===== src/rtl/accu_pkg.sv =====
package accu_pkg;

    localparam int DATA_W = 8;

    typedef enum logic [2:0] {
        OP_ADC  = 3'd0,
        OP_SBC  = 3'd1,
        OP_AND  = 3'd2,
        OP_LOAD = 3'd3,
        OP_XFER = 3'd4,
        OP_INCX = 3'd5
    } op_e;

    // status bit positions
    localparam int ST_C = 0;
    localparam int ST_Z = 1;
    localparam int ST_I = 2;
    localparam int ST_D = 3;
    localparam int ST_B = 4;
    localparam int ST_U = 5;
    localparam int ST_V = 6;
    localparam int ST_N = 7;

    localparam logic [7:0] STATUS_RST = 8'h24;

    typedef struct packed {
        logic [DATA_W-1:0] a;
        logic [DATA_W-1:0] x;
        logic [7:0]        p;
    } arch_t;

    function automatic logic [7:0] set_zn(input logic [7:0] p,
                                          input logic [DATA_W-1:0] v);
        logic [7:0] r;
        r       = p;
        r[ST_Z] = (v == '0);
        r[ST_N] = v[DATA_W-1];
        return r;
    endfunction

endpackage


===== src/rtl/accu_adder.sv =====
module accu_adder #(
    parameter int W = 8
) (
    input  logic [W-1:0] lhs,
    input  logic [W-1:0] rhs,
    input  logic         cin,
    input  logic         invert,
    output logic [W-1:0] sum,
    output logic         cout,
    output logic         ovf
);
    logic [W-1:0] rhs_eff;
    logic [W-1:0] sign_mix;

    always_comb begin
        rhs_eff     = invert ? ~rhs : rhs;
        {cout, sum} = {1'b0, lhs} + {1'b0, rhs_eff} + {{W{1'b0}}, cin};
        sign_mix    = (rhs_eff ^ sum) & (sum ^ lhs);
        ovf         = sign_mix[W-1];
    end
endmodule


===== src/rtl/accu_next.sv =====
module accu_next
    import accu_pkg::*;
(
    input  arch_t             cur,
    input  logic [2:0]        op_code,
    input  logic [DATA_W-1:0] operand,
    input  logic [DATA_W-1:0] add_sum,
    input  logic              add_cout,
    input  logic              add_ovf,
    output arch_t             nxt
);
    logic              wr;
    logic [DATA_W-1:0] wval;

    always_comb begin
        nxt  = cur;
        wr   = 1'b0;
        wval = '0;
        case (op_code)
            OP_ADC, OP_SBC: begin
                nxt.a       = add_sum;
                nxt.p[ST_C] = add_cout;
                nxt.p[ST_V] = add_ovf;
                wval        = add_sum;
                wr          = 1'b1;
            end
            OP_AND: begin
                nxt.a = cur.a & operand;
                wval  = cur.a & operand;
                wr    = 1'b1;
            end
            OP_LOAD: begin
                nxt.a = operand;
                wval  = operand;
                wr    = 1'b1;
            end
            OP_XFER: begin
                nxt.x = cur.a;
                wval  = cur.a;
                wr    = 1'b1;
            end
            OP_INCX: begin
                nxt.x = cur.x + 1'b1;
                wval  = cur.x + 1'b1;
                wr    = 1'b1;
            end
            default: ;
        endcase
        if (wr) nxt.p = set_zn(nxt.p, wval);
    end
endmodule


===== src/rtl/accu_core.sv =====
module accu_core
    import accu_pkg::*;
(
    input  logic        clk,
    input  logic        rst,
    input  logic        op_valid,
    input  logic [2:0]  op_code,
    input  logic [7:0]  operand,
    output logic [7:0]  acc_q,
    output logic [7:0]  x_q,
    output logic [7:0]  status_q
);
    arch_t             st;
    arch_t             st_nxt;
    logic [DATA_W-1:0] add_sum;
    logic              add_cout;
    logic              add_ovf;

    accu_adder #(.W(DATA_W)) u_add (
        .lhs    (st.a),
        .rhs    (operand),
        .cin    (st.p[ST_C]),
        .invert (op_code == OP_SBC),
        .sum    (add_sum),
        .cout   (add_cout),
        .ovf    (add_ovf)
    );

    accu_next u_next (
        .cur      (st),
        .op_code  (op_code),
        .operand  (operand),
        .add_sum  (add_sum),
        .add_cout (add_cout),
        .add_ovf  (add_ovf),
        .nxt      (st_nxt)
    );

    always_ff @(posedge clk) begin
        if (rst) begin
            st.a <= '0;
            st.x <= '0;
            st.p <= STATUS_RST;
        end else if (op_valid) begin
            st <= st_nxt;
        end
    end

    assign acc_q    = st.a;
    assign x_q      = st.x;
    assign status_q = st.p;


    reset_state_chk: assert property (@(posedge clk)
        rst |=> (status_q == 8'h24 && acc_q == 8'h00 && x_q == 8'h00));


    idle_hold_chk: assert property (@(posedge clk) disable iff (rst)
        (!op_valid || op_code > 3'd5) |=>
            ($stable(acc_q) && $stable(x_q) && $stable(status_q)));


    adc_sum_chk: assert property (@(posedge clk) disable iff (rst)
        (op_valid && op_code == 3'd0) |=>
            ({status_q[0], acc_q} == (9'($past(acc_q)) + 9'($past(operand))
                                      + 9'($past(status_q[0])))));


    incx_cv_chk: assert property (@(posedge clk) disable iff (rst)
        (op_valid && op_code == 3'd5) |=>
            ($stable(status_q[0]) && $stable(status_q[6])));


    xfer_copy_chk: assert property (@(posedge clk) disable iff (rst)
        (op_valid && op_code == 3'd4) |=>
            (x_q == $past(acc_q) && status_q[1] == (x_q == 8'h00)
             && status_q[7] == x_q[7]));


    ctrl_bits_chk: assert property (@(posedge clk) disable iff (rst)
        op_valid |=> $stable(status_q[5:2]));
endmodule


===== config.mk =====
export PLATFORM = sky130hd
export DESIGN_NAME = accu_core
export DESIGN_NICKNAME = d
export VERILOG_FILES = /design/src/rtl/accu_pkg.sv /design/src/rtl/accu_adder.sv /design/src/rtl/accu_next.sv /design/src/rtl/accu_core.sv
export SDC_FILE = /design/constraint.sdc
export NUM_CORES = 1
export LEC_CHECK = 0
export BUFFER_PORTS_ARGS = -buffer_cell sky130_fd_sc_hd__buf_4
export CELL_PAD_IN_SITES_DETAIL_PLACEMENT = 1
export CELL_PAD_IN_SITES_GLOBAL_PLACEMENT = 1
export CORE_MARGIN = 1
export CORE_UTILIZATION = 45
export DETAILED_ROUTE_END_ITERATION = 8
export PLACE_DENSITY_LB_ADDON = 0.05
export SLEW_MARGIN = 15
export SYNTH_ARGS = -nofsm -noshare
export SYNTH_HDL_FRONTEND = slang
export SYNTH_HIERARCHICAL = 1
export SYNTH_SLANG_ARGS = --single-unit
export TNS_END_PERCENT = 10

===== constraint.sdc =====
create_clock -name clk -period 6.4 [get_ports clk]
set_input_delay 0.32 -clock clk [delete_from_list [all_inputs] [get_ports clk]]
set_output_delay 0.32 -clock clk [all_outputs]
set_load 0.01 [all_outputs]

======== Yosys cells after proc, flatten, opt, wreduce, memory -nomap -nowiden ========
Cells that the tools add are included.
word-level totals
  bits in registers ....................... 20
  input bits .............................. 14
  output and inout port bits .............. 24
  word-level logic and storage cells ...... 33
cells by class
  add/subtract/negate cells ............... 3
  equality and inequality tests ........... 5
  multiplexer cells ....................... 7
  bitwise gates (word level) .............. 5
  reduce and logical (&&, ||, !) cells .... 9
operators by type and width
  cell                                                  number
  case mux 8 bit (5 select lines)                       1
  case mux 8 bit (3 select lines)                       1
  AND 8 bit                                             2
  case mux 8 bit (2 select lines)                       1
  bitwise XOR 8 bit                                     2
  adder 8 x 8 -> 9 bit                                  1
  adder 9 x 1 -> 9 bit                                  1
  adder 8 x 1 -> 8 bit (second input constant)          1
  zero test 8 bit                                       1
  two-way mux 8 bit                                     1
  inverter 8 bit                                        1
  equality test 3 x 2 -> 1 bit (second input constant)  2
  equality test 3 bit (second input constant)           2
  AND reduction 2 bit                                   3
  OR reduction 6 bit                                    1
  equality test 3 x 1 -> 1 bit (second input constant)  1
  zero test 3 bit                                       1
  two-way mux 1 bit                                     3
  nonzero test 3 bit                                    1
  nonzero test 2 bit                                    1
  OR reduction 2 bit                                    1

======== Depth between registers and ports, before layout ========
  word-level depth ........................ 7
  gate-level depth with buffers ........... 18
  depth with buffers taken out ............ 17

======== By module ========
The synthesis kept the hierarchy.
modules (own cells, without submodules)
  module      instances  cells an instance  area an instance (µm²)  seq. area each (µm²)
  accu_core   1          78                 880.8                   480.5
  accu_next   1          113                709.4                   0.0
  accu_adder  1          61                 455.4                   0.0

======== Least setup slack after synthesis ========
Ideal clock, no wire load.
  path type ............................... input -> register
  start ................................... in op_code[1]
  end ..................................... reg st (netlist bit status_q[1])
  setup time .............................. 0.117 ns
  arrival time ............................ 3.085 ns
  data required time ...................... 6.283 ns
  path slack .............................. 3.198 ns
  stages .................................. 18
  buffers on the path ..................... 1
  cells stage by stage .................... nor3b_1 buf_2 xnor2_1 fa_1 fa_1 nor2b_1 o21ai_0 a21oi_1 a211oi_1 xnor2_1 inv_1 o21ai_0 nor4_1 a32oi_1 nor4_1 a32o_1 mux2i_1 nor2_1
between the ends
  longest elaborated chain between the ends .. 6
  elaborated cells between the ends (all ways) .. 15
  those cells by class .................... add/sub (2); eq/ne (5); mux (3); reduce/logical (5)
RTL lines
  element                          line              RTL
  from (decl)                      accu_core.sv:7    input logic [2:0] op_code,
  equality test 3 x 1 -> 1 bit     accu_core.sv:23   .invert (op_code == OP_SBC),
  two-way mux 8 bit                accu_adder.sv:16  rhs_eff = invert ? ~rhs : rhs;
  adder 8 x 8 -> 9 bit             accu_adder.sv:17  {cout, sum} = {1'b0, lhs} + {1'b0, rhs_eff} + {{W{1'b0}}, cin};
  adder 9 x 1 -> 9 bit             accu_adder.sv:17
  named net add_sum[6]             accu_core.sv:15   logic [DATA_W-1:0] add_sum;
  case mux 8 bit (5 select lines)  accu_next.sv:19   case (op_code)
  zero test 8 bit                  accu_pkg.sv:36    r[ST_Z] = (v == '0);
  to (signal assigned)             accu_core.sv:45   st <= st_nxt;
  to (decl)                        accu_core.sv:13   arch_t st;
The timed path passes the listed nets, and every way through them passes these cells.
A chain may end at the register's enable or synchronous reset.

======== Final worst setup path ========
  start ................................... in op_code[0]
  end ..................................... reg st (netlist bit status_q[1])
The elaborated chain is that of the path after synthesis.

==> summary.md <==
| Metric | Value |
|---|---|
| Run status | `finished clean` |
| Initial Util | `47.0%` |
| Via density | `~5.8` |
| Fin area | `2330 sq um` |
| DP HPWL | `3840 um` |
| CP startpoint kind | `input port` |
| CP Capture Type | `flop` |
| Fin crit share | `56.0%` |
| Max rail drop VDD | `0.127 mV` |
| Root Buffer | `clkbuf_8` |
| Post-DP Area | `2260 sq um` |
| Top Ports | `38` |
| YS warnings | `6` |
| Unrepaired setup endpoints after global routing | `false` |
| Worst-path cell with the longest stage delay | `fa_1` |
| Filler Cell Count | `about 540` |
| Clk sinks | `24` |
| Die H | `69.4 um` |
| Syn Inst Count | `252` |
| Synthesized area per cell | `8.12 sq um` |
| CTS tree | `built` |
| Seq/Total Area, Yosys | `about a quarter` |
| Largest net degree at the start of global routing | `27` |
| Post-synth top flop | `dfxtp_1` |
| Cells on Worst Hold Path | `2` |
| Worst-Skew Late Latency | `0.28 ns` |
| Register bit total from synthesis | `24` |
| Final nets | `301` |
| Clk_skew | `about 0.0066 ns` |
| Area delta synth->final | `14.1%` |
| Fraction of layout cells with a size suffix above 1 | `20.7%` |
| Post-CTS setup buffers | `0` |
| Post-synthesis simple-gate area fraction | `18.7%` |
| Die area | `approximately 4800 sq um` |
| Iter 0 DRT Violations | `73` |
| Row count | `24` |
| Final Max Tran Viols | `0` |
| Fraction of synthesized cell area in xor and xnor cells | `7.28%` |
| CTS Buffer Depth | `2` |
| Post-Synthesis Cell Area | `2050 sq um` |
| Vias in the first global route | `1866` |
| First-pass GRT wire length | `between 9000 and 10000 um` |
| Initial antenna violation count | `0` |
| Relative slew slack | `68.0%` |
| RR Startpoint | `acc_q[0]` |
| Pleak | `approximately 1.1 nW` |
| Routing usage on met2 | `39.5%` |
| Yosys top cell by area | `dfxtp_1` |
| Post-synth ARST share | `0%` |
| Number of buffers inserted by hold repair at cts | `0` |
| Worst-path maximum fanout | `25` |
| Post-DR wirelength/cell | `about 16 um` |
| Gpl congestion | `0.842` |
| Fin. Hold Viols | `0` |
| Hold WC Path Type | `input port to flop` |
| CP Class | `input port to flop` |
| Final setup TNS | `0 ns` |
| WL final | `5390 um` |
| Post-synth top area share | `23.5%` |
| Post-synthesis adder-cell area fraction | `6.85%` |
| Worst path cell trace | `buf_4, nor3b_1, buf_4, xnor2_1, fa_1, fa_1, nor2b_1, o21ai_0, a21oi_1, a211oi_1, xnor2_1, inv_1, o21ai_0, nor4_1, a32oi_1, nor4_1, a32o_1, mux2i_1, nor2_1` |
| Reg2reg path depth | `16` |
| Critical Path Max Stage Delay | `~0.43 ns` |
| Syn Nets | `roughly 280` |
| Clock H-tree levels | `1` |
| Max-Cap Viols | `0` |
| M3 GR Usage | `between 3 and 4%` |
| Hold Path Origin | `rst` |
| WHS Endpoint | `status_q[0]` |
| Buffers on Ports | `37` |
| Synth top area cells | `dfxtp_1, mux2i_1, nor2_1` |
| CTS Buf Count | `3` |
| Largest family of logic cells by synthesized area | `simple AND/OR/NAND/NOR gates` |
| Post-synth EDFFs | `0` |
| Grt ovf | `0` |
| Worst R2R Setup Slack | `about 3 ns` |
| DR DRC count | `0` |
| Global routing usage on met1 | `31.6%` |
| Synth Area in Compound Gates | `between 10% and 20%` |
| Pre-antenna DRT Iters | `4` |
| CP required | `6.63 ns` |
| Die span in x | `69.4 um` |
| R2r endpoint | `status_q[1]` |
| Mux contribution to synthesized area | `16.1%` |
| Total GRT Usage | `23.8%` |
| Final setup vio count | `0` |
| Core Area | `~4400 sq um` |
| Peak Freq | `0.279 GHz` |
| PD cells | `187 nW/um^2` |
| Clk slew on worst S/H paths | `0.10 ns` |
| Diodes inserted | `0` |
| DR vias | `1888` |
| CP Data Arrival Time | `3.81 ns` |
| Tightest Pin Transition | `0.480 ns` |
| Post-cts gate resize count | `0` |
| Synth cell types | `46` |
| Final min period | `3.58 ns` |
| GRT Max-Usage Layer | `met2` |
| Antenna-violating nets left | `0` |
-- worst max-delay path by stage --
stage                   to  startpoint  slack [ns]  cells after the start
5_1_grt        status_q[1]  op_code[0]        2.49                     19
6_report       status_q[1]  op_code[0]        2.82                     19
4_1_cts        status_q[1]  op_code[0]        2.86                     19
2_1_floorplan  status_q[1]  op_code[1]        3.20                     18
3_5_place_dp   status_q[1]  op_code[0]        2.61                     19
3_3_place_gp   status_q[1]  op_code[0]        2.75                     19
-- sequential cells by signal (all words and copies together) (netlist names) --
register  cells
acc_q         8
status_q      8
x_q           8
-- report_power, final --
part           internal [W]  switching (W)  leakage [nW]
Sequential         0.000156      0.0000103         0.195
Combinational     0.0000607      0.0000704         0.855
Clock             0.0000838      0.0000554        0.0357
Total              0.000300       0.000136          1.09
-- placed cells by master (no fill, tap or decap), types with 3 or more instances in the layout --
master / n
buf_4: 38
nor2_1: 34
mux2i_1: 24
dfxtp_1: 24
inv_1: 17
nand2_1: 17
xnor2_1: 9
a21oi_1: 9
xor2_1: 8
o21ai_0: 8
ha_1: 8
mux2_2: 8
o22ai_1: 7
nor2b_1: 5
a211oi_1: 5
nor3_1: 5
nand2b_1: 5
a21o_1: 5
o211ai_1: 4
nand3_1: 4
a211o_1: 3
clkbuf_8: 3
-- critical path, delay by kind of cell --
family                     cells  cell delay (ns)
adders and majority gates      2             0.83
buffers and inverters          3             0.52
AOI/OAI and AO/OA              6             0.82
muxes                          1             0.07
xor gates and xnor gates       2             0.24
and+or+nand+nor                5             0.99
-- cell type report --
cell class,count,area (sq um),share of cell area (%)
repair buffers,38,285,12.2
clock buffers,3,41.3,1.77
multi-input cells,193,1370,58.6
inverters,17,63.8,2.73
clock inverters,1,30.0,1.29
flip-flops and latches,24,480,20.6
well taps,52,65.1,2.79
-- per-layer routing --
metal,vias up,wire length (um)
li1,928,-
met3,9,161
met5,-,0
met4,0,88
met2,37,2600
met1,914,2540
-- synth_stat cells (3+ instances only) --
cell and number:
mux2i_1 24, clkbuf_1 3, xnor2_1 9, o22ai_1 7, nor2_1 34, a21o_1 5
ha_1 8, nor3_1 5, o21ai_0 8, inv_1 17, nor2b_1 5, dfxtp_1 24
buf_4 5, nand3_1 4, nand2b_1 5, o211ai_1 4, a211oi_1 5, mux2_2 8
nand2_1 17, buf_2 6, xor2_1 8, a21oi_1 9, a211o_1 3
-- per-stage QoR --
step	cells	utilization, %	setup WS, ns	total power, W	hold slack [ns]
floorplan	252	-	3.20	0.000264	0.392
global route	328	53.6	2.49	0.000461	0.410
global placement	324	52.0	2.75	0.000297	0.471
finish	328	53.6	2.82	0.000436	0.392
detailed placement	324	52.0	2.61	0.000300	0.476
CTS	328	53.6	2.86	0.000441	0.391
-- logic make-up after synthesis --
group	after synthesis
muxes	32
and+or+nand+nor	81
buffers and inverters	35
AOI/OAI and AO/OA	53
adders and majority gates	10
xor gates and xnor gates	17
DFF	24
Power figures use the tool's default switching activity.
